## src/rtl/clkstat_pkg.sv

```systemverilog
package clkstat_pkg;

    // Strap sample; bit order matches the status word, bit 0 = PLL source.
    typedef struct packed {
        logic ref_xtal;
        logic synth_normal;
        logic src_pll;
    } strap_t;

    localparam int STRAP_W      = $bits(strap_t);
    localparam int STAT_LOCK_BIT = STRAP_W;

    typedef struct packed {
        logic armed;
        logic lock_prev;
        logic sticky;
    } lock_state_t;

endpackage

```

## src/rtl/clkstat_strap_latch.sv

```systemverilog
module clkstat_strap_latch
    import clkstat_pkg::*;
(
    input  logic   clk,
    input  logic   rst_n,
    input  strap_t strap_i,
    output strap_t strap_o
);

    strap_t cfg_d, cfg_q;

    always_comb begin
        cfg_d = cfg_q;
        if (!rst_n) begin
            cfg_d = strap_i;
        end
    end

    always_ff @(posedge clk) begin
        cfg_q <= cfg_d;
    end

    assign strap_o = cfg_q;

endmodule

```

## src/rtl/clkstat_ctrl_reg.sv

```systemverilog
module clkstat_ctrl_reg #(
    parameter int DATA_W   = 8,
    parameter int MULT_LSB = 4,
    parameter int MULT_W   = 3
) (
    input  logic              clk,
    input  logic              rst_n,
    input  logic              wr_en_i,
    input  logic [DATA_W-1:0] wdata_i,
    output logic [DATA_W-1:0] ctrl_o,
    output logic              mult_chg_o
);

    localparam int MULT_MSB = MULT_LSB + MULT_W - 1;

    logic [DATA_W-1:0] ctrl_d, ctrl_q;

    always_comb begin
        mult_chg_o = rst_n && wr_en_i &&
                     (wdata_i[MULT_MSB:MULT_LSB] != ctrl_q[MULT_MSB:MULT_LSB]);
        ctrl_d = ctrl_q;
        if (!rst_n) begin
            ctrl_d = '0;
        end else if (wr_en_i) begin
            ctrl_d = wdata_i;
        end
    end

    always_ff @(posedge clk) begin
        ctrl_q <= ctrl_d;
    end

    assign ctrl_o = ctrl_q;

endmodule

```

## src/rtl/clkstat_lock_track.sv

```systemverilog
module clkstat_lock_track
    import clkstat_pkg::*;
(
    input  logic clk,
    input  logic rst_n,
    input  logic lock_i,
    input  logic rearm_i,
    output logic sticky_o
);

    lock_state_t st_d, st_q;
    logic        lock_rise;

    always_comb begin
        lock_rise       = lock_i & ~st_q.lock_prev;
        st_d            = st_q;
        st_d.lock_prev  = lock_i;
        if (!rst_n) begin
            st_d.armed     = 1'b1;
            st_d.lock_prev = 1'b0;
            st_d.sticky    = 1'b0;
        end else if (rearm_i) begin
            // A new multiplier or a fast wake restarts the lock wait.
            st_d.armed  = 1'b1;
            st_d.sticky = 1'b0;
        end else if (!lock_i) begin
            st_d.sticky = 1'b0;
        end else if (lock_rise && st_q.armed) begin
            st_d.sticky = 1'b1;
            st_d.armed  = 1'b0;
        end
    end

    always_ff @(posedge clk) begin
        st_q <= st_d;
    end

    assign sticky_o = st_q.sticky;

endmodule

```

## src/rtl/clkstat_reg.sv

```systemverilog
module clkstat_reg
    import clkstat_pkg::*;
#(
    parameter int ADDR_W    = 4,
    parameter int DATA_W    = 8,
    parameter int MULT_LSB  = 4,
    parameter int MULT_W    = 3,
    parameter int STAT_ADDR = 0,
    parameter int CTRL_ADDR = 1
) (
    input  logic              clk,
    input  logic              rst_n,
    input  logic              strap_pll_i,
    input  logic              strap_normal_i,
    input  logic              strap_xtal_i,
    input  logic              pll_lock_i,
    input  logic              stop_fastwake_i,
    input  logic [ADDR_W-1:0] bus_addr_i,
    input  logic              bus_we_i,
    input  logic [DATA_W-1:0] bus_wdata_i,
    output logic [DATA_W-1:0] bus_rdata_o
);

    localparam logic [ADDR_W-1:0] STAT_A = ADDR_W'(STAT_ADDR);
    localparam logic [ADDR_W-1:0] CTRL_A = ADDR_W'(CTRL_ADDR);

    strap_t            strap_in, strap_q;
    logic [DATA_W-1:0] ctrl_q;
    logic              ctrl_we;
    logic              mult_chg;
    logic              lock_sticky;
    logic [STRAP_W-1:0] stat_bits;

    assign strap_in.src_pll      = strap_pll_i;
    assign strap_in.synth_normal = strap_normal_i;
    assign strap_in.ref_xtal     = strap_xtal_i;
    assign ctrl_we   = bus_we_i && (bus_addr_i == CTRL_A);
    assign stat_bits = strap_q;

    clkstat_strap_latch u_strap (
        .clk     (clk),
        .rst_n   (rst_n),
        .strap_i (strap_in),
        .strap_o (strap_q)
    );

    clkstat_ctrl_reg #(
        .DATA_W   (DATA_W),
        .MULT_LSB (MULT_LSB),
        .MULT_W   (MULT_W)
    ) u_ctrl (
        .clk        (clk),
        .rst_n      (rst_n),
        .wr_en_i    (ctrl_we),
        .wdata_i    (bus_wdata_i),
        .ctrl_o     (ctrl_q),
        .mult_chg_o (mult_chg)
    );

    clkstat_lock_track u_lock (
        .clk      (clk),
        .rst_n    (rst_n),
        .lock_i   (pll_lock_i),
        .rearm_i  (mult_chg | stop_fastwake_i),
        .sticky_o (lock_sticky)
    );

    always_comb begin
        bus_rdata_o = '0;
        if (bus_addr_i == STAT_A) begin
            bus_rdata_o[STRAP_W-1:0]   = stat_bits;
            bus_rdata_o[STAT_LOCK_BIT] = lock_sticky;
        end else if (bus_addr_i == CTRL_A) begin
            bus_rdata_o = ctrl_q;
        end
    end

endmodule

```

## config.mk

```make
export PLATFORM = sky130hd
export DESIGN_NAME = clkstat_reg
export DESIGN_NICKNAME = d
export VERILOG_FILES = /design/src/rtl/clkstat_pkg.sv /design/src/rtl/clkstat_strap_latch.sv /design/src/rtl/clkstat_ctrl_reg.sv /design/src/rtl/clkstat_lock_track.sv /design/src/rtl/clkstat_reg.sv
export SDC_FILE = /design/constraint.sdc
export NUM_CORES = 1
export LEC_CHECK = 0
export CELL_PAD_IN_SITES_DETAIL_PLACEMENT = 0
export CELL_PAD_IN_SITES_GLOBAL_PLACEMENT = 1
export CORE_UTILIZATION = 47
export CTS_BUF_LIST = sky130_fd_sc_hd__clkbuf_2 sky130_fd_sc_hd__clkbuf_4 sky130_fd_sc_hd__clkbuf_8
export DETAILED_ROUTE_END_ITERATION = 12
export DONT_BUFFER_PORTS = 1
export GPL_ROUTABILITY_DRIVEN = 0
export GPL_TIMING_DRIVEN = 0
export PLACE_DENSITY_LB_ADDON = 0.1
export SLEW_MARGIN = 15
export SYNTH_ARGS = -nofsm -noshare
export SYNTH_HDL_FRONTEND = slang
export SYNTH_SLANG_ARGS = --single-unit
```

## constraint.sdc

```tcl
create_clock -name clk -period 1.4 [get_ports clk]
set_clock_uncertainty 0.15 [all_clocks]
set_input_delay 0.14 -clock clk [delete_from_list [all_inputs] [get_ports clk]]
set_output_delay 0.14 -clock clk [all_outputs]
set_load 0.01 [all_outputs]
```

==> run summary <==
Rel. slew slack: 0.739
Peak VDD IR: 0.497 mV
Port Buffers: 0
Routed Antenna Nets: 0
status: finished, final reports clean
M1 WL: 629 µm
clk slew on worst S/H paths: 80 ps
flip-flop and latch count after synthesis: 14
first-pass GRT wire length: 2010 µm
largest net degree at the start of global routing: 11
Synth Area in Simple Gates: 0.227
cell area after synthesis: 717 µm²
syn_area_per_cell: 10.4 µm²
synthesis-to-finish area growth: 27.1%
DR WL/cell: 14.2 µm
WL final: 1450 µm
Vias/cell: 5.39
# rows: 13
share of layout cells above drive strength 1: 0.126
Adder-Cell Fraction of Synth Area: 0
Root Driver: clkbuf_4
most frequent cells in the layout: 14 x dlygate4sd3_1, 10 x dfxtp_1, 8 x and3_1, 8 x a21boi_0, 8 x o21a_1
Chip Width: 41.1 µm
Crit Path Max Fanout: 3
minimum clock period: 1290 ps
Final Hold Fails: 0
number of library cell types mapped by synthesis: 19
multiplexer share of the synthesized area: 0.0558
remaining global-route overflow: 0
f_max: 778 MHz
clock buffer depth: 2
# diodes: 0
Worst Path Buf+Inv: 0
Worst setup EP type: register
Critical-path top delay cell: dfxtp_2
compound-cell area share of the yosys netlist: 0.194
Hold Crit Class: in2reg
Setup crit start kind: register
Post-Syn Instances: 69
CTS H-tree depth: 1
delay-heaviest family, CP: flip-flops
Die Height: 41.1 µm
Crit path largest cell delay: 330 ps
Final Power: 0.757 mW
vias in the first global route: 487
worst path cell trace: xor2_1, o311ai_2, nor4b_4
I/O pins: 28
Core Util, Final: 0.667
detailed-routed wire length on met3: 82 µm
metal2 WL: 736 µm
largest family of logic cells by synthesized area: simple AND/OR/NAND/NOR gates
setup TNS: 0 ps
CP Class: reg2reg
fin nets: 108
initial antenna violation count: 0
Finish-stage setup viols: 0
leading cell type in the layout, fill and taps excluded: dlygate4sd3_1
measured slew at the worst slew-check pin: 391 ps
DRT Pass-1 Iters: 2
fin crit share: 0.918
# DRC: 0
Detailed Place HPWL: 899 µm
Ys Warns: 0
Max-Cap Viols: 0
CTS tree: yes
power per cell area: 831 mW/mm²
Leak Pwr: 0.393 nW
CP Data Required Time: 1440 ps
max-slew violation count: 0
Overall Global Routing Usage: 0.193
Initial DRC Count: 3
clk sinks: 14
vias: 550
clk_lat worst skew: 280 ps
register area share after synthesis: 0.433
Starting Density: 0.525
Mapped Nets: 89
Post-CTS Repair Setup Buffers: 0
Top Metal Used: met3
CTS buffer count: 3
core area: 0.00137 mm²
total die area: 0.00169 mm²
crit path DAT: 1330 ps
XOR/XNOR share of the synthesized area: 0.0366
## worst reg2reg max path, delay by kind of cell (launching register included)
kind | cells | cell delay [ps]
flops | 1 | 330
compound gates | 1 | 330
simple gates | 1 | 240
xor+xnor | 1 | 160
## stage by stage
stage               instances  hold WS [ps]  worst slack [ps]  cell area (µm²)
finish                    102          14.8               115              911
global route              102          14.5             -6.50              911
CTS                       102          9.30              34.7              902
detailed placement         84          65.0              50.9              736
global placement           84          64.3              79.5              736
floorplan                  69          63.8               179              717
## what timing repair did
action	in CTS	in global routing
hold endpoints to repair	14	0
hold buffers	14	0
gates resized for setup	0	2
endpoints found under the setup margin	0	2
## cell type report
type / count / area (µm²)
fill: 116 / 455
tap: 15 / 18.8
timing repair buffer: 14 / 140
sequential: 14 / 312
buffer: 5 / 31.3
clock buffer: 3 / 22.5
inverter: 2 / 7.51
clock inverter: 1 / 3.75
multi-input combinational: 48 / 375
## routing by layer
layer	up-vias	GRT usage
met5	-	0
met4	0	0.0750
met3	0	0.0652
met2	18	0.324
met1	251	0.223
li1	281	-
## power by group
group	switching, mW	internal (mW)
sequential	0.00488	0.426
combinational	0.0401	0.0525
clock	0.130	0.103
total	0.175	0.582
## Yosys cell counts
cell type	count	area [µm²]
and2_1	4	25.0
nor2b_1	1	6.26
o21ai_0	2	10.0
clkbuf_1	1	3.75
nand4b_1	1	8.76
dfxtp_1	11	220
buf_4	3	22.5
and3_1	8	50.1
or3_1	1	6.26
edfxtp_1	3	90.1
nor4b_4	2	47.6
xor2_1	3	26.3
buf_2	1	5.00
a21boi_0	8	60.1
o21a_1	8	60.1
o311ai_1	1	8.76
nor2_1	5	18.8
mux2i_1	4	40.0
inv_1	2	7.51
## sequential cells by signal (all words and copies together) (netlist names)
name and count:
u_lock.sticky_o 1, u_strap.strap_o 3, u_ctrl.ctrl_o 8, u_lock.st_q 2
## final timing paths
check	cells after the start	start	endpoint	slack, ps
max reg2reg	3	u_ctrl.ctrl_o[4]	u_lock.sticky_o	110
min reg2reg	2	u_lock.st_q[2]	u_lock.st_q[2]	360
max	3	u_ctrl.ctrl_o[4]	u_lock.sticky_o	110
min	2	rst_n	u_lock.st_q[2]	10
## kinds of logic (layout without fill, tap and decap cells)
family / count (synthesis) / after routing
flip-flops: 14 / 14
AND/OR/NAND/NOR: 22 / 22
buffers and inverters: 7 / 25
XOR/XNOR: 3 / 3
AO/OA/AOI/OAI: 19 / 19
multiplexers: 4 / 4
Power figures use the tool's default switching activity.
